$ cat src/rtl/owr_rom_pkg.sv
package owr_rom_pkg;

    localparam int OP_W  = 8;
    localparam int CRC_W = 8;

    localparam logic [OP_W-1:0] OP_READ   = 8'h33;
    localparam logic [OP_W-1:0] OP_MATCH  = 8'h55;
    localparam logic [OP_W-1:0] OP_SKIP   = 8'hCC;
    localparam logic [OP_W-1:0] OP_SEARCH = 8'hF0;
    localparam logic [OP_W-1:0] OP_ALARM  = 8'hEC;

    // reflected form of x^8 + x^5 + x^4 + 1
    localparam logic [CRC_W-1:0] CRC_TAPS = 8'h8C;

    typedef enum logic [2:0] {
        ST_IDLE,
        ST_CMD,
        ST_READ,
        ST_MATCH,
        ST_SRCH_ID,
        ST_SRCH_INV,
        ST_SRCH_DIR,
        ST_GRANT
    } rom_state_e;

    typedef enum logic [2:0] {
        K_READ,
        K_MATCH,
        K_SKIP,
        K_SEARCH,
        K_ALARM,
        K_OTHER
    } rom_kind_e;

    function automatic logic [CRC_W-1:0] crc_step(input logic [CRC_W-1:0] crc, input logic b);
        logic fb;
        logic [CRC_W-1:0] nx;
        fb = crc[0] ^ b;
        nx = crc >> 1;
        if (fb) nx = nx ^ CRC_TAPS;
        return nx;
    endfunction

endpackage

$ cat src/rtl/owr_id_gen.sv
module owr_id_gen
    import owr_rom_pkg::*;
#(
    parameter int                FAM_W  = 8,
    parameter int                SER_W  = 48,
    parameter logic [FAM_W-1:0]  FAMILY = 8'h10,
    parameter logic [SER_W-1:0]  SERIAL = 48'h0000_0000_0001,
    localparam int               BODY_W = FAM_W + SER_W,
    localparam int               ID_W   = BODY_W + CRC_W
) (
    output logic [ID_W-1:0] id_o
);

    function automatic logic [CRC_W-1:0] body_crc(input logic [BODY_W-1:0] body);
        logic [CRC_W-1:0] c;
        c = '0;
        for (int i = 0; i < BODY_W; i++) c = crc_step(c, body[i]);
        return c;
    endfunction

    localparam logic [BODY_W-1:0] BODY  = {SERIAL, FAMILY};
    localparam logic [CRC_W-1:0]  CHECK = body_crc(BODY);

    assign id_o = {CHECK, BODY};

endmodule

$ cat src/rtl/owr_cmd_decode.sv
module owr_cmd_decode
    import owr_rom_pkg::*;
(
    input  logic [OP_W-1:0] code_i,
    output rom_kind_e       kind_o
);

    always_comb begin
        unique case (code_i)
            OP_READ:   kind_o = K_READ;
            OP_MATCH:  kind_o = K_MATCH;
            OP_SKIP:   kind_o = K_SKIP;
            OP_SEARCH: kind_o = K_SEARCH;
            OP_ALARM:  kind_o = K_ALARM;
            default:   kind_o = K_OTHER;
        endcase
    end

endmodule

$ cat src/rtl/owr_rom_layer.sv
module owr_rom_layer
    import owr_rom_pkg::*;
#(
    parameter int               FAM_W  = 8,
    parameter int               SER_W  = 48,
    parameter logic [FAM_W-1:0] FAMILY = 8'h10,
    parameter logic [SER_W-1:0] SERIAL = 48'h0000_0000_0001
) (
    input  logic clk,
    input  logic rst_n,
    input  logic bus_reset_i,
    input  logic wr_valid_i,
    input  logic wr_bit_i,
    input  logic rd_done_i,
    input  logic alarm_i,
    output logic tx_valid_o,
    output logic tx_bit_o,
    output logic grant_o
);

    localparam int ID_W    = FAM_W + SER_W + CRC_W;
    localparam int IDX_W   = $clog2(ID_W);
    localparam int OPC_W   = $clog2(OP_W);
    localparam logic [IDX_W-1:0] IDX_LAST = IDX_W'(ID_W - 1);
    localparam logic [OPC_W-1:0] OPC_LAST = OPC_W'(OP_W - 1);

    typedef struct packed {
        rom_state_e        state;
        logic [IDX_W-1:0]  idx;
        logic [OP_W-1:0]   op_sr;
        logic [OPC_W-1:0]  op_cnt;
    } rom_regs_t;

    rom_regs_t r_q, r_d;

    logic [ID_W-1:0] id;
    logic [OP_W-1:0] op_next;
    rom_kind_e       kind;
    logic            id_bit;

    owr_id_gen #(
        .FAM_W  (FAM_W),
        .SER_W  (SER_W),
        .FAMILY (FAMILY),
        .SERIAL (SERIAL)
    ) u_id (
        .id_o (id)
    );

    // command arrives lsb first: new bit enters at the top
    assign op_next = {wr_bit_i, r_q.op_sr[OP_W-1:1]};
    assign id_bit  = id[r_q.idx];

    owr_cmd_decode u_dec (
        .code_i (op_next),
        .kind_o (kind)
    );

    always_comb begin
        r_d        = r_q;
        tx_valid_o = 1'b0;
        tx_bit_o   = 1'b0;
        grant_o    = (r_q.state == ST_GRANT);

        unique case (r_q.state)
            ST_READ, ST_SRCH_ID: begin
                tx_valid_o = 1'b1;
                tx_bit_o   = id_bit;
            end
            ST_SRCH_INV: begin
                tx_valid_o = 1'b1;
                tx_bit_o   = ~id_bit;
            end
            default: ;
        endcase

        if (bus_reset_i) begin
            r_d.state  = ST_CMD;
            r_d.idx    = '0;
            r_d.op_sr  = '0;
            r_d.op_cnt = '0;
        end else begin
            unique case (r_q.state)
                ST_CMD: if (wr_valid_i) begin
                    r_d.op_sr  = op_next;
                    r_d.op_cnt = r_q.op_cnt + 1'b1;
                    if (r_q.op_cnt == OPC_LAST) begin
                        r_d.idx = '0;
                        unique case (kind)
                            K_READ:   r_d.state = ST_READ;
                            K_MATCH:  r_d.state = ST_MATCH;
                            K_SKIP:   r_d.state = ST_GRANT;
                            K_SEARCH: r_d.state = ST_SRCH_ID;
                            K_ALARM:  r_d.state = alarm_i ? ST_SRCH_ID : ST_IDLE;
                            default:  r_d.state = ST_IDLE;
                        endcase
                    end
                end
                ST_READ: if (rd_done_i) begin
                    if (r_q.idx == IDX_LAST) r_d.state = ST_GRANT;
                    else                     r_d.idx   = r_q.idx + 1'b1;
                end
                ST_MATCH: if (wr_valid_i) begin
                    if (wr_bit_i != id_bit)       r_d.state = ST_IDLE;
                    else if (r_q.idx == IDX_LAST) r_d.state = ST_GRANT;
                    else                          r_d.idx   = r_q.idx + 1'b1;
                end
                ST_SRCH_ID:  if (rd_done_i) r_d.state = ST_SRCH_INV;
                ST_SRCH_INV: if (rd_done_i) r_d.state = ST_SRCH_DIR;
                ST_SRCH_DIR: if (wr_valid_i) begin
                    if (wr_bit_i != id_bit || r_q.idx == IDX_LAST) begin
                        r_d.state = ST_IDLE;
                    end else begin
                        r_d.idx   = r_q.idx + 1'b1;
                        r_d.state = ST_SRCH_ID;
                    end
                end
                default: ;
            endcase
        end
    end

    always_ff @(posedge clk or negedge rst_n) begin
        if (!rst_n) begin
            r_q.state  <= ST_IDLE;
            r_q.idx    <= '0;
            r_q.op_sr  <= '0;
            r_q.op_cnt <= '0;
        end else begin
            r_q <= r_d;
        end
    end

endmodule

$ cat config.mk
export PLATFORM = sky130hd
export DESIGN_NAME = owr_rom_layer
export DESIGN_NICKNAME = d
export VERILOG_FILES = /design/src/rtl/owr_rom_pkg.sv /design/src/rtl/owr_id_gen.sv /design/src/rtl/owr_cmd_decode.sv /design/src/rtl/owr_rom_layer.sv
export SDC_FILE = /design/constraint.sdc
export NUM_CORES = 1
export LEC_CHECK = 0
export BUFFER_PORTS_ARGS = -buffer_cell sky130_fd_sc_hd__buf_2
export CAP_MARGIN = 10
export CORE_ASPECT_RATIO = 0.75
export CORE_MARGIN = 4
export CORE_UTILIZATION = 35
export DETAILED_ROUTE_END_ITERATION = 7
export GPL_TIMING_DRIVEN = 0
export PLACE_DENSITY_LB_ADDON = 0.15
export SLEW_MARGIN = 15
export SYNTH_ARGS = -nofsm -noshare
export SYNTH_HDL_FRONTEND = slang
export SYNTH_SLANG_ARGS = --single-unit
$ cat constraint.sdc
create_clock -name clk -period 2.9 [get_ports clk]
set_input_delay 0.58 -clock clk [delete_from_list [all_inputs] [get_ports clk]]
set_output_delay 0.58 -clock clk [all_outputs]
set_load 0.01 [all_outputs]
== Word-level counts from Yosys, hierarchy flattened ==
Memories as Yosys holds them, arrays and structs flattened.
Index checks and enable logic that the tools add are counted.
Cells by class
  magnitude comparators: 1
  shift-type cells: 0
  multiplexer cells: 23
  divide/modulo/power cells: 0
  reduce and logical (&&, ||, !) cells: 11
  add/sub/neg operators: 2
  multipliers: 0
  bitwise logic cells: 1
  equal/unequal tests: 28
Operator list (count)
  2-to-1 mux 20 bit: 2
  2-to-1 mux 9 bit: 4
  case mux 3 bit (5 select lines): 2
  != test 3 bit, second input constant: 9
  == test 8 bit, second input constant: 3
  case mux 6 bit (4 select lines): 1
  == test 3 bit, second input constant: 6
  2-to-1 mux 3 bit: 6
  2-to-1 mux 6 bit: 3
  case mux 3 bit (6 select lines): 1
  AND reduction 8 bit: 2
  == test 3 x 2 -> 1 bit, second input constant: 4
  2-to-1 mux 11 bit: 1
  == test 8 x 6 -> 1 bit, second input constant: 1
  == test 8 x 7 -> 1 bit, second input constant: 1
  less-than comparator 6 x 7 -> 1 bit, second input constant: 1
  nonzero test 7 bit: 1
  adder 6 x 1 -> 6 bit, second input constant: 1
  == test 3 x 1 -> 1 bit, second input constant: 2
  == test 6 bit, second input constant: 1
  nonzero test 5 bit: 1
  nonzero test 2 bit: 2
  adder 3 x 1 -> 3 bit, second input constant: 1
  logical NOT 3 bit: 1
  other kinds (8): 9
Word-level totals
  logic and storage cells: 71
  latch bits: 0
  output and inout bits: 3
  flip-flop bits (word level): 20
  bits in read-only memories: 64
  memories kept: 1
  memory bits (writable): 0
  bits of input ports: 7
Memories
  (name not given): words 64, bits a word 1, read ports 1, clocked after Yosys merged registers in 0, wr ports 0, RTL line owr_rom_layer.sv:52  | assign id_bit = id[r_q.idx];

== Depth between registers and ports, before layout ==
  depth in word-level cells: 8
  gate-level depth with buffers: 7
  depth with buffers taken out: 7

== Modules after synthesis ==
A second synthesis with hierarchy kept.
Unflattened totals
  cells, all modules: 272
  area, all modules: 2494.9 um2
Modules (own cells, without submodules)
  owr_rom_layer: seq. area each 475.5 um2, cells each 186, area each 1849.3 um2, instances 1
  owr_id_gen: seq. area each 0.0 um2, cells each 66, area each 488.0 um2, instances 1
  owr_cmd_decode: seq. area each 0.0 um2, cells each 20, area each 157.7 um2, instances 1

== Least setup slack after synthesis ==
OpenSTA, ideal clock, no wires.
  kind: reg-to-output
  start point: register r_q[11] in the netlist's numbering
  end point: output tx_bit_o
  cell stages (with the launch flop): 8
  path slack: 638 ps
  data required time: 2320 ps
  data arrival time: 1682 ps
  buffers on the path: 0
  cells stage by stage: dfrtp_1 -> inv_1 -> ha_1 -> or3b_2 -> nor3b_1 -> a21oi_1 -> xor2_1 -> o22ai_1
On the way
  word-level cells in the longest chain between the ends: 4
RTL lines
  start, declared: RTL line owr_rom_layer.sv:34  | rom_regs_t r_q, r_d;
  start signal, assigned: RTL line owr_rom_layer.sv:130  | r_q <= r_d;
  memory (64 x 1 bit) (*)
  2-to-1 mux 1 bit (implied by the code) (*): RTL line owr_rom_layer.sv:52
  inverter 1 bit: RTL line owr_rom_layer.sv:72  | tx_bit_o = ~id_bit;
  case mux 1 bit (2 select lines) (*): RTL line owr_rom_layer.sv:65  | unique case (r_q.state)
  end, declared: RTL line owr_rom_layer.sv:17  | output logic tx_bit_o,
Mark *: on every way between the ends. The rest lies on a longest branch, timed or not. The select of a mux whose other input is x is not followed.

== Worst setup path after layout ==
  start point: register r_q[12] in the netlist's numbering
  end point: output tx_bit_o
The elaborated chain is that of the path after synthesis.

==> out/metrics.yaml <==
max_freq_mhz: 367
finalSetupTns_ns: 0
rows: 19
final_area_um2: 1580
p_leak_nw: 0.651
grt_max_degree: 20
area_delta_synth_final_pct: 10.9
placement.io_buffers: 8
cts_max_path_buffers: 2
path_class: "flip-flop to output port"
antenna_found_initial: 0
dr.pass1.iters: 4
yosys-top-cells-count: "25 x nand2_1, 19 x dfrtp_1, 15 x a21oi_1"
die_x_um: 81.7
place.gp.congestion: 0.841
synth_top_area_share_pct: 33.3
synth_area_um2: 1430
hpwl_mm: 2.73
cts-root-buf: "clkbuf_8"
rsz0062_at_grt: "false"
fin_util_pct: 41.8
synthTopCellsByArea: "dfrtp_1 33%, nand2_1 6.6%, a21oi_1 5.3%"
setup_violations: 0
fin_hold_ws_ns: 0.267
slew_headroom_pct: 62.8
tritoncts: "built"
slowest_delay_ns: 0.50
grt_overflow: 0
synth_seq_area_share_pct: 33.3
yosys_most_used_dff: "dfrtp_1"
required_ns: 2.32
yosys_register_bits: 19
first_iter_violations: 165
vias_per_cell: 5.86
ios: 10
cts_sinks: 19
postSynthCellCount: 170
wirelength_mm: 3.62
cp.arrival_ns: 2.15
synth-edff-count: 0
async_flop_share_pct: 100
powerDensity_nw_per_um2: 322
cts_buffers: 3
fin_crit_sh_pct: 94.0
htreeDepth: 1
crit_buf_inv: 2
diodes: 0
drive_gt1_share_pct: 13.2
grt_use_total_pct: 14.9
yosysMostFrequentCell: "nand2_1"
critPathTopFamily: "simple AND/OR/NAND/NOR gates"
drc: 0
ir_drop_mv: 0.209
p_total_mw: 0.509
tightest_slew_ns: 0.552
wire_per_inst_um: 15.5
core_area_um2: 3780
start_util_pct: 37.7
layout.nets: 194
syn_nets: 181
dpl-instance-area_um2: 1530
first_global_vias: 1256
crit_fanout: 5
end_kind: "output port"
die_h_um: 63.3
yosys.cell_types.count: 45
clkLatencyLatePin_ns: 0.26
ant_nets: 0
hp-class: "input pin to async pin"
skew_ns: 0.00181
vias: 1372
startpoint_type: "flip-flop"
synth.largest_area_cell: "dfrtp_1"
fin_crit_ns: 2.73
yosys_warnings: 0
die_area_um2: 5170
grt_pass1_wl_mm: 6.05
maxSlewViolCount: 0
hold_violations: 0
avgSynthCellArea_um2: 8.39
path_clk_slew_ns: 0.07
critical_path.cell_chain: "inv_1 -> ha_1 -> or3b_2 -> nor3b_2 -> a21oi_1 -> xor2_1 -> o22ai_1 -> buf_2"
crit_slowest_cell: "or3b_2"
maxCapViolCount: 0
status: "completed"
==> final cells by class <==
cell class                 count  area (µm²)
timing repair buffer           8        40.0
sequential                    19         475
tap                           52        65.1
multi-input combinational    133         887
clock buffer                   4        45.0
inverter                      11        41.3
fill                         379        2200
buffer                         7        27.5
==> stage by stage <==
stage                     cells  worst slack [ns]
final                       234             0.173
after global routing        234           0.00113
after CTS                   234             0.114
after detailed placement    230             0.418
after global placement      230             0.439
after floorplan             170             0.638
==> registers in the layout, indices dropped and copies added (netlist names) <==
name / flops
r_q: 12
op_next: 7
==> timing repair <==
action | 4_1_cts | 5_1_grt
setup buffers | 0 | 0
setup endpoints to repair | 0 | 1
hold buffers | 0 | 0
resized for setup | 0 | 1
==> cell families after synthesis <==
family / count (synthesis) / synth area share (%)
muxes: 2 / 1.40
AOI/OAI and AO/OA: 46 / 23.5
and+or+nand+nor: 78 / 31.6
adders and majority gates: 4 / 3.51
DFF: 19 / 33.3
xor gates and xnor gates: 3 / 1.84
buffers and inverters: 18 / 4.82
==> cells in the final DEF (no fill, tap or decap), drive strengths merged, types with 2 or more instances in the layout <==
| cell | Yosys | final |
|---|---|---|
| xor2 | 2 | 2 |
| nand2 | 25 | 25 |
| dfrtp | 19 | 19 |
| o2111ai | 2 | 2 |
| buf | 1 | 9 |
| nand2b | 5 | 5 |
| o21ai | 5 | 5 |
| nor4bb | 5 | 5 |
| and3 | 8 | 8 |
| a311oi | 2 | 2 |
| a21o | 2 | 2 |
| or3b | 3 | 3 |
| a31o | 3 | 3 |
| nor2b | 3 | 3 |
| o211ai | 2 | 2 |
| mux2i | 2 | 2 |
| inv | 11 | 11 |
| nor3b | 2 | 2 |
| nand4 | 4 | 4 |
| ha | 4 | 4 |
| clkbuf | 6 | 10 |
| o41ai | 3 | 3 |
| nor2 | 9 | 9 |
| o22ai | 3 | 3 |
| nor4b | 3 | 3 |
| a41o | 2 | 2 |
| a21oi | 15 | 15 |
| nand3 | 6 | 6 |
==> routing by layer <==
layer / wire length [µm] / up-vias / GRT usage [%]
li1: - / 659 / -
met1: 1850 / 668 / 22.1
met2: 1540 / 37 / 21.6
met3: 189 / 8 / 3.85
met4: 45 / 0 / 3.11
met5: 0 / - / 0
==> power by group <==
group          switching [mW]  internal [mW]  leakage [nW]
Combinational          0.0313         0.0155         0.370
Clock                  0.0908         0.0978        0.0228
Sequential            0.00411          0.269         0.258
Total                   0.126          0.382         0.651
==> final timing paths <==
| check | from | to | slack, ns | depth (start not counted) |
|---|---|---|---|---|
| min in group clk | r_q[2] | r_q[2] | 0.53 | 2 |
| worst max-delay path | r_q[12] | tx_bit_o | 0.17 | 8 |
| worst min-delay path | rst_n | r_q[15] | 0.27 | 1 |
| worst max register to register | r_q[12] | r_q[14] | 0.43 | 7 |
| worst min register to register | r_q[2] | r_q[2] | 0.53 | 2 |
| max in group asynchronous | rst_n | r_q[1] | 2.31 | 1 |
(Power assumes the default switching activity.)
